`src/rtl/grom_pkg.sv`:
```
package grom_pkg;

    localparam int ADDR_W = 16;
    localparam int OFF_W  = 13;
    localparam int ID_W   = 3;

    typedef enum logic [1:0] {
        TM_IDLE,
        TM_WAIT,
        TM_HOLD
    } tm_state_e;

    typedef enum logic [1:0] {
        OP_ADDR_WR,
        OP_ADDR_RD,
        OP_DATA_WR,
        OP_DATA_RD
    } op_e;

    typedef struct packed {
        logic [ID_W-1:0]  id;
        logic [OFF_W-1:0] off;
    } gaddr_t;

    function automatic op_e decode_op(input logic mode_addr, input logic dir_rd);
        if (mode_addr) return dir_rd ? OP_ADDR_RD : OP_ADDR_WR;
        return dir_rd ? OP_DATA_RD : OP_DATA_WR;
    endfunction

    function automatic logic is_data_op(input op_e op);
        return (op == OP_DATA_WR) || (op == OP_DATA_RD);
    endfunction

    // Offset step with wrap at the end of the populated range.
    function automatic logic [OFF_W-1:0] step_off(input logic [OFF_W-1:0] off,
                                                  input logic [OFF_W:0]   depth);
        if ({1'b0, off} >= (depth - 1'b1)) return '0;
        return off + 1'b1;
    endfunction

    // Stored contents, defined by formula so no table is needed.
    function automatic logic [7:0] stored_byte(input logic [OFF_W-1:0] off,
                                               input logic [OFF_W:0]   depth);
        if ({1'b0, off} >= depth) return 8'h00;
        return off[7:0] ^ {off[12:8], off[12:10]};
    endfunction

endpackage

```
`src/rtl/grom_wait_timer.sv`:
```
module grom_wait_timer
    import grom_pkg::*;
#(
    parameter int WAIT_CYC = 3
) (
    input  logic clk,
    input  logic rst,
    input  logic sel_n,
    output logic fire,
    output logic ready
);
    localparam int CW = (WAIT_CYC < 2) ? 1 : $clog2(WAIT_CYC);
    localparam logic [CW-1:0] LAST = CW'(WAIT_CYC - 1);
    localparam int RW = $clog2(WAIT_CYC + 2) + 1;
    localparam logic [RW-1:0] RUN_MAX = '1;
    localparam logic [RW-1:0] RUN_AT_RISE = RW'(WAIT_CYC + 1);

    tm_state_e st_q;
    logic [CW-1:0] cnt_q;

    assign fire = (st_q == TM_WAIT) && !sel_n && (cnt_q == LAST);

    always_ff @(posedge clk) begin
        if (rst) begin
            st_q  <= TM_IDLE;
            cnt_q <= '0;
            ready <= 1'b0;
        end else begin
            case (st_q)
                TM_IDLE: begin
                    if (!sel_n) begin
                        st_q  <= TM_WAIT;
                        cnt_q <= '0;
                    end
                end
                TM_WAIT: begin
                    if (sel_n) begin
                        st_q <= TM_IDLE;
                    end else if (fire) begin
                        st_q  <= TM_HOLD;
                        ready <= 1'b1;
                    end else begin
                        cnt_q <= cnt_q + 1'b1;
                    end
                end
                TM_HOLD: begin
                    if (sel_n) begin
                        st_q  <= TM_IDLE;
                        ready <= 1'b0;
                    end
                end
                default: st_q <= TM_IDLE;
            endcase
        end
    end

    // Run length of select held low, used only to check the wait window.
    logic [RW-1:0] low_run_q;
    always_ff @(posedge clk) begin
        if (rst)                    low_run_q <= '0;
        else if (sel_n)             low_run_q <= '0;
        else if (low_run_q != RUN_MAX) low_run_q <= low_run_q + 1'b1;
    end

    p_ready_delay_r2: assert property (@(posedge clk) disable iff (rst)
        $rose(ready) |-> (low_run_q == RUN_AT_RISE));

    p_ready_drop_r2: assert property (@(posedge clk) disable iff (rst)
        sel_n |=> !ready);

    p_fire_not_ready_r2: assert property (@(posedge clk) disable iff (rst)
        fire |-> !ready);

endmodule

```
`src/rtl/grom_addr_ctr.sv`:
```
module grom_addr_ctr
    import grom_pkg::*;
#(
    parameter int DEPTH = 6144
) (
    input  logic       clk,
    input  logic       rst,
    input  logic       fire,
    input  op_e        op,
    input  logic [7:0] wbyte,
    output gaddr_t     addr,
    output logic       hi_next
);
    localparam logic [OFF_W:0] DEPTH_L = DEPTH[OFF_W:0];

    logic [ADDR_W-1:0] cnt_q;
    assign addr = gaddr_t'(cnt_q);

    always_ff @(posedge clk) begin
        if (rst) begin
            cnt_q   <= '0;
            hi_next <= 1'b0;
        end else if (fire) begin
            case (op)
                OP_ADDR_WR: begin
                    if (hi_next) cnt_q[15:8] <= wbyte;
                    else         cnt_q[7:0]  <= wbyte;
                    hi_next <= !hi_next;
                end
                OP_ADDR_RD: begin
                    hi_next <= !hi_next;
                end
                default: begin
                    cnt_q[OFF_W-1:0] <= step_off(cnt_q[OFF_W-1:0], DEPTH_L);
                    hi_next          <= 1'b0;
                end
            endcase
        end
    end

    p_low_load_r3: assert property (@(posedge clk) disable iff (rst)
        (fire && op == OP_ADDR_WR && !hi_next) |=> (cnt_q[7:0] == $past(wbyte)));

    p_high_load_r3: assert property (@(posedge clk) disable iff (rst)
        (fire && op == OP_ADDR_WR && hi_next) |=> (cnt_q[15:8] == $past(wbyte)));

    p_toggle_clear_r5: assert property (@(posedge clk) disable iff (rst)
        (fire && is_data_op(op)) |=> !hi_next);

    p_id_kept_r7: assert property (@(posedge clk) disable iff (rst)
        (fire && is_data_op(op)) |=> $stable(addr.id));

    p_idle_hold_r7: assert property (@(posedge clk) disable iff (rst)
        !fire |=> $stable(cnt_q));

endmodule

```
`src/rtl/grom_content.sv`:
```
module grom_content
    import grom_pkg::*;
#(
    parameter int DEPTH = 6144
) (
    input  logic [OFF_W-1:0] off,
    output logic [7:0]       data
);
    localparam logic [OFF_W:0] DEPTH_L = DEPTH[OFF_W:0];

    assign data = stored_byte(off, DEPTH_L);

    always_comb begin
        if ({1'b0, off} >= DEPTH_L)
            a_gap_zero_r6: assert (data == 8'h00);
    end

endmodule

```
`src/rtl/grom_device.sv`:
```
module grom_device
    import grom_pkg::*;
#(
    parameter int DEV_ID   = 2,
    parameter int DEPTH    = 6144,
    parameter int WAIT_CYC = 3
) (
    input  logic       clk,
    input  logic       rst,
    input  logic       sel_n,
    input  logic       dir_rd,
    input  logic       mode_addr,
    input  logic [7:0] bus_i,
    output logic [7:0] bus_o,
    output logic       bus_oe,
    output logic       ready
);
    localparam logic [ID_W-1:0] MY_ID = DEV_ID[ID_W-1:0];

    op_e               op;
    logic              fire;
    gaddr_t            addr;
    logic              hi_next;
    logic [7:0]        rom_byte;
    logic [ADDR_W-1:0] plus1;
    logic              id_hit;
    logic [7:0]        rd_byte;
    logic              responds;
    logic [7:0]        dout_q;
    logic              drive_q;

    assign op = decode_op(mode_addr, dir_rd);

    grom_wait_timer #(.WAIT_CYC(WAIT_CYC)) u_timer (
        .clk   (clk),
        .rst   (rst),
        .sel_n (sel_n),
        .fire  (fire),
        .ready (ready)
    );

    grom_addr_ctr #(.DEPTH(DEPTH)) u_ctr (
        .clk     (clk),
        .rst     (rst),
        .fire    (fire),
        .op      (op),
        .wbyte   (bus_i),
        .addr    (addr),
        .hi_next (hi_next)
    );

    grom_content #(.DEPTH(DEPTH)) u_rom (
        .off  (addr.off),
        .data (rom_byte)
    );

    assign plus1  = addr + 1'b1;
    assign id_hit = (addr.id == MY_ID);

    always_comb begin
        rd_byte  = 8'h00;
        responds = 1'b0;
        case (op)
            OP_ADDR_RD: begin
                rd_byte  = hi_next ? plus1[15:8] : plus1[7:0];
                responds = 1'b1;
            end
            OP_DATA_RD: begin
                rd_byte  = rom_byte;
                responds = id_hit;
            end
            default: ;
        endcase
    end

    always_ff @(posedge clk) begin
        if (rst) begin
            dout_q  <= 8'h00;
            drive_q <= 1'b0;
        end else if (fire) begin
            dout_q  <= rd_byte;
            drive_q <= responds;
        end else if (sel_n) begin
            drive_q <= 1'b0;
        end
    end

    assign bus_o  = dout_q;
    assign bus_oe = drive_q && ready;

    p_miss_quiet_r9: assert property (@(posedge clk) disable iff (rst)
        (fire && op == OP_DATA_RD && !id_hit) |=> !bus_oe);

    p_write_quiet_r8: assert property (@(posedge clk) disable iff (rst)
        (fire && !dir_rd) |=> !bus_oe);

    p_addr_read_drives_r10: assert property (@(posedge clk) disable iff (rst)
        (fire && op == OP_ADDR_RD) |=> bus_oe);

    p_hold_byte_r10: assert property (@(posedge clk) disable iff (rst)
        (bus_oe && $past(bus_oe)) |-> $stable(bus_o));

endmodule

```
`config.mk`:
```
export PLATFORM = sky130hd
export DESIGN_NAME = grom_device
export DESIGN_NICKNAME = d
export VERILOG_FILES = /design/src/rtl/grom_pkg.sv /design/src/rtl/grom_wait_timer.sv /design/src/rtl/grom_addr_ctr.sv /design/src/rtl/grom_content.sv /design/src/rtl/grom_device.sv
export SDC_FILE = /design/constraint.sdc
export NUM_CORES = 1
export LEC_CHECK = 0
export CORE_MARGIN = 2
export CORE_UTILIZATION = 30
export DETAILED_ROUTE_END_ITERATION = 10
export SLEW_MARGIN = 0
export SYNTH_ARGS = -nofsm -noshare
export SYNTH_HDL_FRONTEND = slang
export SYNTH_SLANG_ARGS = --single-unit
```
`constraint.sdc`:
```
create_clock -name clk -period 2 [get_ports clk]
set_clock_uncertainty 0.05 [all_clocks]
set_input_delay 0.2 -clock clk [delete_from_list [all_inputs] [get_ports clk]]
set_output_delay 0.2 -clock clk [all_outputs]
set_load 0.02 [all_outputs]
```
==> results of run 1 <==
cells in the final DEF, fill, tap and decap left out, drive strengths merged, types with 9 or more instances in the layout:
cell            n
buf            41
dfxtp          31
nand2          23
clkdlybuf4s50  22
nor2           18
nand3          17
o21ai          16
a21oi          12
nor3           12
inv             9
nand4           9
and3            9
tightest hold or removal path: cells and delay by family, from the launching register on:
| family | cells | cell delay [ns] |
|---|---|---|
| AND/OR/NAND/NOR | 2 | 0.09 |
| flip-flops | 1 | 0.31 |
registers in the layout (all words and copies together), names as in the netlist:
| name | cells |
|---|---|
| u_ctr.hi_next | 1 |
| u_timer.ready | 1 |
| bus_o | 8 |
| drive_q | 1 |
| u_timer.cnt_q | 2 |
| u_ctr.addr | 16 |
| u_timer.st_q | 2 |
routing by layer:
metal | vias to the layer above | GRT usage (%) | wire length, um
met5 | - | 0 | 0
met4 | 0 | 6.294 | 114
met3 | 15 | 3.016 | 347
met2 | 67 | 28.51 | 2793
met1 | 1057 | 24.79 | 3153
li1 | 1119 | - | -
kinds of logic (layout without fill, tap and decap cells):
| logic type | Yosys count | after routing | share of synthesized area, % |
|---|---|---|---|
| and+or+nand+nor | 120 | 120 | 31.47 |
| xor gates and xnor gates | 12 | 12 | 5.006 |
| AOI/OAI and AO/OA | 71 | 71 | 22.95 |
| adders and majority gates | 3 | 3 | 1.788 |
| DFF | 31 | 31 | 29.56 |
| buffers and inverters | 32 | 80 | 6.853 |
| muxes | 5 | 5 | 2.384 |
area by class of cell:
| class | instances | area, sq um |
|---|---|---|
| tap | 96 | 120.1 |
| multi-input combinational | 211 | 1353 |
| fill | 710 | 4039 |
| sequential | 31 | 620.6 |
| timing repair buffer | 63 | 528.0 |
| inverter | 9 | 33.78 |
| clock buffer | 8 | 100.1 |
worst paths after layout:
path / slack (ns) / from / to / depth (start not counted)
worst max-delay path: 0.14 / u_ctr.addr[0] / bus_o[6] / 6
worst min-delay path: 0.39 / bus_o[0] / bus_o[0] / 2
worst max register to register: 0.14 / u_ctr.addr[0] / bus_o[6] / 6
worst min register to register: 0.39 / bus_o[0] / bus_o[0] / 2
power by group:
part           leakage (nW)  internal, mW  total (mW)  switching [mW]
registers             0.250         0.619       0.621         0.00167
logic                 0.711        0.0575       0.124          0.0667
clock network        0.0515         0.314       0.561           0.247
repair_timing:
item,CTS,global route
gates resized for setup,0,4
endpoints found under the setup margin,0,5
buffers inserted,0,0
==> run metrics, run 1 <==
DRT iter0 DRCs=267; Vias=2258; main area contributors after synthesis=dfxtp_1 (30%), nand3_1 (4.1%), nand2_1 (3.8%); max-cap violations=0; CP bufs+invs=0; outcome=finished, final reports clean; Slew Limit Fails=0; drt first pass iters=5; period utilization=92.92%; setup TNS=0 ns; leakage power=1.012 nW; global-route wire length before repair=10760 um; CTS tree=yes; initial antenna violation count=0; Layout Area Growth over Synthesis=31.23%; H-tree levels=2; Slew @ Worst Pin=0.4664 ns; most numerous cell in the Yosys netlist=dfxtp_1; pre-CTS WS=-0.02925 ns; Warnings, synthesis=0; row cnt=30; Post-synth EDFFs=0; # diodes=0; fin area=0.002755 sq mm; CP Class=register to register; Skew-Pair Late Insertion Delay=0.29 ns; Core Util, Final=40.55%; Initial Utilization=30.90%; WP data arrival=2.01 ns; leading area contributor after synthesis=dfxtp_1; Antenna Violating Nets Remaining=0; CP Cell Sequence=ha_1, and3_2, nand2_2, or4_1, a21o_1, a211oi_1; total clock sinks=31; Avg WL per Cell=15.33 um; Root Buffer=clkbuf_8; worst hold path type=register to register; largest fanout on the critical path=4; Placed Cells incl. Taps=410; total power=1.306 mW; Fmax=0.5381 GHz; endpoint class of the critical path=register; PD cells=474.2 mW/mm^2; global-route usage over all layers=18.02%; largest net degree at the start of global routing=23; syn_nets=290; clk buf depth=2; DP HPWL=5046 um; Clock Pin Slew Worst Setup and Hold Paths=0.07 ns; Rel. slew slack=68.58%; WHS=0.3939 ns; Fin. Hold Viols=0; Distinct cells, synth=54; DRT Wirelength=6409 um; IO Pins=23; share of post-route cells with drive strength above 1=19.57%; top post-synthesis cells by count=dfxtp_1 (31), nand2_1 (21), nand3_1 (17), nor2_1 (17), o21ai_0 (14); top cell family by delay on the critical path=simple AND/OR/NAND/NOR gates; die height=87.66 um; CTS Hold Bufs=0; final setup fails=0; DRC violations left=0; Post-Syn Area per Cell=7.662 sq um; maximum vdd drop=0.2046 mV; Final Net Count=337; via density per instance=5.402; crit-path max cell delay=0.46 ns; vias in the first global route=2221; Post-Layout Cell Count=418; ys flop type=dfxtp_1; Die ar.=0.007683 sq mm; placed cell areas=0.002638 sq mm; Synth Cell Area=0.002100 sq mm; global route overflow=0; crit start category=register; routability cong.=0.9061; min Tclk post-route=1.858 ns; die width=87.66 um; Seq/Total Area, Yosys=29.56%; RSZ-0062 raised after global routing=true; Synth top area share=29.56%; Synth Instances=274; worst setup margin=0.1417 ns; CTS Buf Count=5; flops & latches, synth=31; IO Port Bufs=22; slowest cell on the critical path=or4_1; Core Area=0.006794 sq mm; Async SR Flop Fraction=0%; Data required, critical path=2.16 ns
No activity file was read; power rests on OpenSTA's default activity.
==> run 2, diff against run 1 <==
--- a/config.mk
+++ b/config.mk
@@ -6,8 +6,9 @@
 export NUM_CORES = 1
 export LEC_CHECK = 0
 export CORE_MARGIN = 2
-export CORE_UTILIZATION = 30
+export CORE_UTILIZATION = 51
 export DETAILED_ROUTE_END_ITERATION = 10
+export PLACE_DENSITY = 0.76
 export SLEW_MARGIN = 0
 export SYNTH_ARGS = -nofsm -noshare
 export SYNTH_HDL_FRONTEND = slang
==> run 2 against run 1 <==
Cell area fell by 1.9%; power rose by 6.6%; highest routed layer unchanged; clock power is 16% higher; maximum frequency shrank 3.4%.
==> run metrics, run 2 (synthesis gave the netlist of run 1 again) <==
max reg flops=16; total clock sinks=31; global-route usage over all layers=29.94%; clk buf depth=2; final setup fails=0; CTS tree=yes; period utilization=96.24%; routability cong.=0.9719; min Tclk post-route=1.925 ns; initial antenna violation count=0; Rel. slew slack=66.99%; Root Buffer=clkbuf_8; endpoint class of the critical path=register; vias in the first global route=2118; Post-Layout Cell Count=369; Clock Pin Slew Worst Setup and Hold Paths=0.07 ns; Slew @ Worst Pin=0.4945 ns; commonest non-fill, non-tap cell in the layout=buf_4; Data required, critical path=2.15 ns; pre-CTS WS=-0.03566 ns; HP Start=bus_o[0]; most frequent cells in the layout=buf_4 (38), dfxtp_1 (30), clkdlybuf4s50_1 (22); Core Area=0.003971 sq mm; RR Startpoint=u_timer.cnt_q[0]; Setup crit start=u_timer.cnt_q[0]; worst setup margin=0.07529 ns; global-route wire length before repair=10380 um; DP HPWL=4628 um; gr busiest metal=met2; via density per instance=6.290; setup TNS=0 ns; met1 usage=41.42%; Vias=2321; Antenna Violating Nets Remaining=0; WP data arrival=2.08 ns; Avg WL per Cell=17.04 um; Setup Buffers After CTS=0; GRT met3 Usage=6.414%; global route overflow=0; total power=1.393 mW; Layout Area Growth over Synthesis=28.78%; crit start category=register; CTS Hold Bufs=0; maximum vdd drop=0.4121 mV; # diodes=0; Skew-Pair Late Insertion Delay=0.29 ns; Slew Limit Fails=0; Final Net Count=334; H-tree levels=2; largest net degree at the start of global routing=15; Initial Utilization=52.87%; die width=68.16 um; DRT iter0 DRCs=233; Die ar.=0.004646 sq mm; largest fanout on the critical path=4; CTS Buf Count=5; outcome=finished, final reports clean; Placed Cells incl. Taps=361; post-cts resize count=0; DRC violations left=0; met2 global-route usage=44.54%; row cnt=23; worst hold path type=register to register; share of post-route cells with drive strength above 1=20.06%; Fin. Hold Viols=0; RSZ-0062 raised after global routing=false; PD cells=515.0 mW/mm^2; drt first pass iters=5; DRT Wirelength=6288 um; IO Port Bufs=22; CP Class=register to register; max-cap violations=0; leakage power=0.9998 nW; Core Util, Final=68.08%; Fmax=0.5196 GHz; die height=68.16 um; IO Pins=23
## run 2: layout make-up
type / instances / area (sq um)
timing repair buffer: 60 / 505.5
clock inverter: 2 / 35.03
clock buffer: 6 / 82.58
fill: 348 / 1267
sequential: 31 / 621.8
multi-input combinational: 211 / 1363
inverter: 9 / 33.78
tap: 50 / 62.56
## run 2: through the flow
step	hold WS, ns	area (sq um)
global route	0.4164	2704
floorplan	0.2972	2100
CTS	0.3884	2675
finish	0.3848	2704
global placement	0.3730	2557
detailed placement	0.3791	2557
## run 2: critical path, stage by stage, from the launching register on
cell and delay [ns]:
dfxtp_1 0.31, inv_1 0.10, ha_2 0.21, and4bb_2 0.31
o21ai_1 0.15, or4_1 0.50, a31oi_1 0.20
## run 2: path summary, 6_finish.rpt
check                   end  slack [ns]  cells after the start
min reg2reg        bus_o[0]        0.38                      2
min                bus_o[0]        0.38                      2
max          u_ctr.addr[10]        0.08                      6
max reg2reg  u_ctr.addr[10]        0.08                      6
## run 2: routing by layer
layer | share of wire [%] | vias up
met5 | 0 | -
met4 | 3.2 | 0
met3 | 9.5 | 20
met2 | 44 | 126
met1 | 44 | 1072
li1 | - | 1103
## run 2: power by group
group          switching [mW]  leakage [nW]  internal [mW]  total, mW
clock                   0.247        0.0612          0.403      0.650
sequential            0.00197         0.250          0.619      0.621
combinational          0.0662         0.688         0.0551      0.121
==> run 3, diff against run 2 <==
==> constraint.sdc (replaced) <==
create_clock -name clk -period 1.7 [get_ports clk]
set_clock_uncertainty 0.05 [all_clocks]
set_input_delay 0.17 -clock clk [delete_from_list [all_inputs] [get_ports clk]]
set_output_delay 0.17 -clock clk [all_outputs]
set_load 0.02 [all_outputs]
==> run 3 against run 2 <==
The flow now finishes with violations (negative setup slack); combinational power increased by 46%; power increased by 6.2%; non-clock buffer count increased by 38; first-iteration DRC count increased by 23%; sequential share of layout area decreased by 3.0 points; clock power decreased by 12%; routed wire length increased by 21%; sequential power increased by 17%; sequential cell count unchanged; cell area increased by 18%; count of clock-buffer cells in the layout increased by 1; global-route usage increased by 2.9 points; largest power group is now sequential cells.
==> run metrics, run 3 (synthesis gave the netlist of run 1 again) <==
outcome=finished, violations left; failing checks=negative setup slack; Slew Limit Fails=0; CTS tree=yes; Die ar.=0.004646 sq mm; pre-CTS WS=-0.2626 ns; Layout Area Growth over Synthesis=51.49%; HP Start=bus_o[0]; Worst Hold Path EP=bus_o[0]; Skew-Pair Late Insertion Delay=0.29 ns; # diodes=0; endpoint class of the critical path=register; global-route wire length before repair=11230 um; Final Net Count=372; CP Class=register to register; PD cells=465.2 mW/mm^2; min Tclk post-route=1.786 ns; setup TNS=-0.1673 ns; CTS Buf Count=5; IO Port Bufs=22; Root Buffer=clkbuf_8; largest fanout on the critical path=4; die width=68.16 um; Slew @ Worst Pin=0.3703 ns; WP data arrival=1.95 ns; share of post-route cells with drive strength above 1=37.82%; worst-case reg-to-reg path depth=6; global-route usage over all layers=32.87%; WHS=0.3943 ns; Initial Utilization=52.87%; Avg WL per Cell=18.75 um; Fin. Hold Viols=0; fin area=0.003181 sq mm; drt first pass iters=7; RR Endpoint=bus_o[6]; largest net degree at the start of global routing=17; H-tree levels=2; Vias=2611; worst hold path type=register to register; row cnt=23; max-cap violations=0; commonest non-fill, non-tap cell in the layout=buf_4; initial antenna violation count=0; DRT Wirelength=7630 um; vias in the first global route=2295; Data required, critical path=1.86 ns; total clock sinks=31; crit start category=register; Clock Pin Slew Worst Setup and Hold Paths=0.07 ns; Placed Cells incl. Taps=390; slowest cell on the critical path=or4_4; worst setup margin=-0.08558 ns; clk buf depth=2; DRC violations left=0; crit-path max cell delay=0.49 ns; Worst R2R Setup Slack=-0.09 ns; Rel. slew slack=75.08%; Antenna Violating Nets Remaining=0; global route overflow=0; DP HPWL=5374 um; IO Pins=23; placed cell areas=0.002872 sq mm; most frequent cells in the layout=buf_4 (72), dfxtp_1 (22), clkdlybuf4s50_1 (22); die height=68.16 um; Worst Hold Depth=2; period utilization=105.0%; routability cong.=1.026; Post-Layout Cell Count=407; Fmax=0.5600 GHz; DRT iter0 DRCs=286; leakage power=1.223 nW; CP Cell Sequence=ha_4, and3_4, nand2_4, or4_4, a21o_1, a211oi_2; via density per instance=6.415; final setup fails=4; maximum vdd drop=0.3577 mV; RR Startpoint=u_ctr.addr[1]; RSZ-0062 raised after global routing=true; max reg flops=16; Core Area=0.003971 sq mm
-- run 3: worst max path at each step --
stage | start | to | slack [ns] | cells after the start
after floorplan | u_ctr.addr[1] | bus_o[6] | -0.07 | 7
after global placement | dir_rd | bus_o[3] | -0.27 | 7
after detailed placement | dir_rd | bus_o[3] | -0.26 | 7
after CTS | u_ctr.addr[0] | u_ctr.addr[7] | -0.04 | 6
after global routing | u_ctr.addr[1] | bus_o[6] | -0.13 | 6
final | u_ctr.addr[1] | bus_o[6] | -0.09 | 6
-- run 3: worst max-delay path: cells and delay by family (launching register included) --
kind,cells,cell delay [ns]
fa+ha+maj,1,0.15
simple gates,3,0.78
compound gates,2,0.36
flops,1,0.37
-- run 3: stage by stage --
step / total power, mW / util, %
2_1_floorplan: 0.8164 / -
3_3_place_gp: 0.9074 / 72.31
3_5_place_dp: 0.9094 / 72.31
4_1_cts: 1.479 / 76.31
5_1_grt: 1.527 / 80.09
6_report: 1.480 / 80.09
-- run 3: power by group --
group / switching (mW) / leakage, nW / internal (mW)
Sequential: 0.00273 / 0.255 / 0.726
Clock: 0.287 / 0.0422 / 0.287
Combinational: 0.0936 / 0.926 / 0.0837
Total: 0.383 / 1.22 / 1.10
-- run 3: area by class of cell --
class,count,area (sq um)
flip-flops and latches,31,636.9
inverters,9,33.78
well taps,50,62.56
multi-input cells,211,1551
clock buffers,7,76.32
fillers,268,790.8
clock inverters,1,5.005
repair buffers,98,814.5
-- run 3: metal layers --
layer / wire (um) / vias up / part of all wire [%] / GRT usage, %
met3: 718 / 31 / 9.4 / 7.730
li1: - / 1189 / - / -
met1: 3112 / 1222 / 41 / 42.87
met5: 0 / - / 0 / 0
met2: 3539 / 169 / 46 / 51.94
met4: 260 / 0 / 3.4 / 13.50
-- run 3: repair_timing --
item	4_1_cts	5_1_grt
hold buffers	0	0
buffers inserted	2	7
setup endpoints to repair	17	23
gates resized for setup	16	27
cloned	0	0
pin swaps	2	10
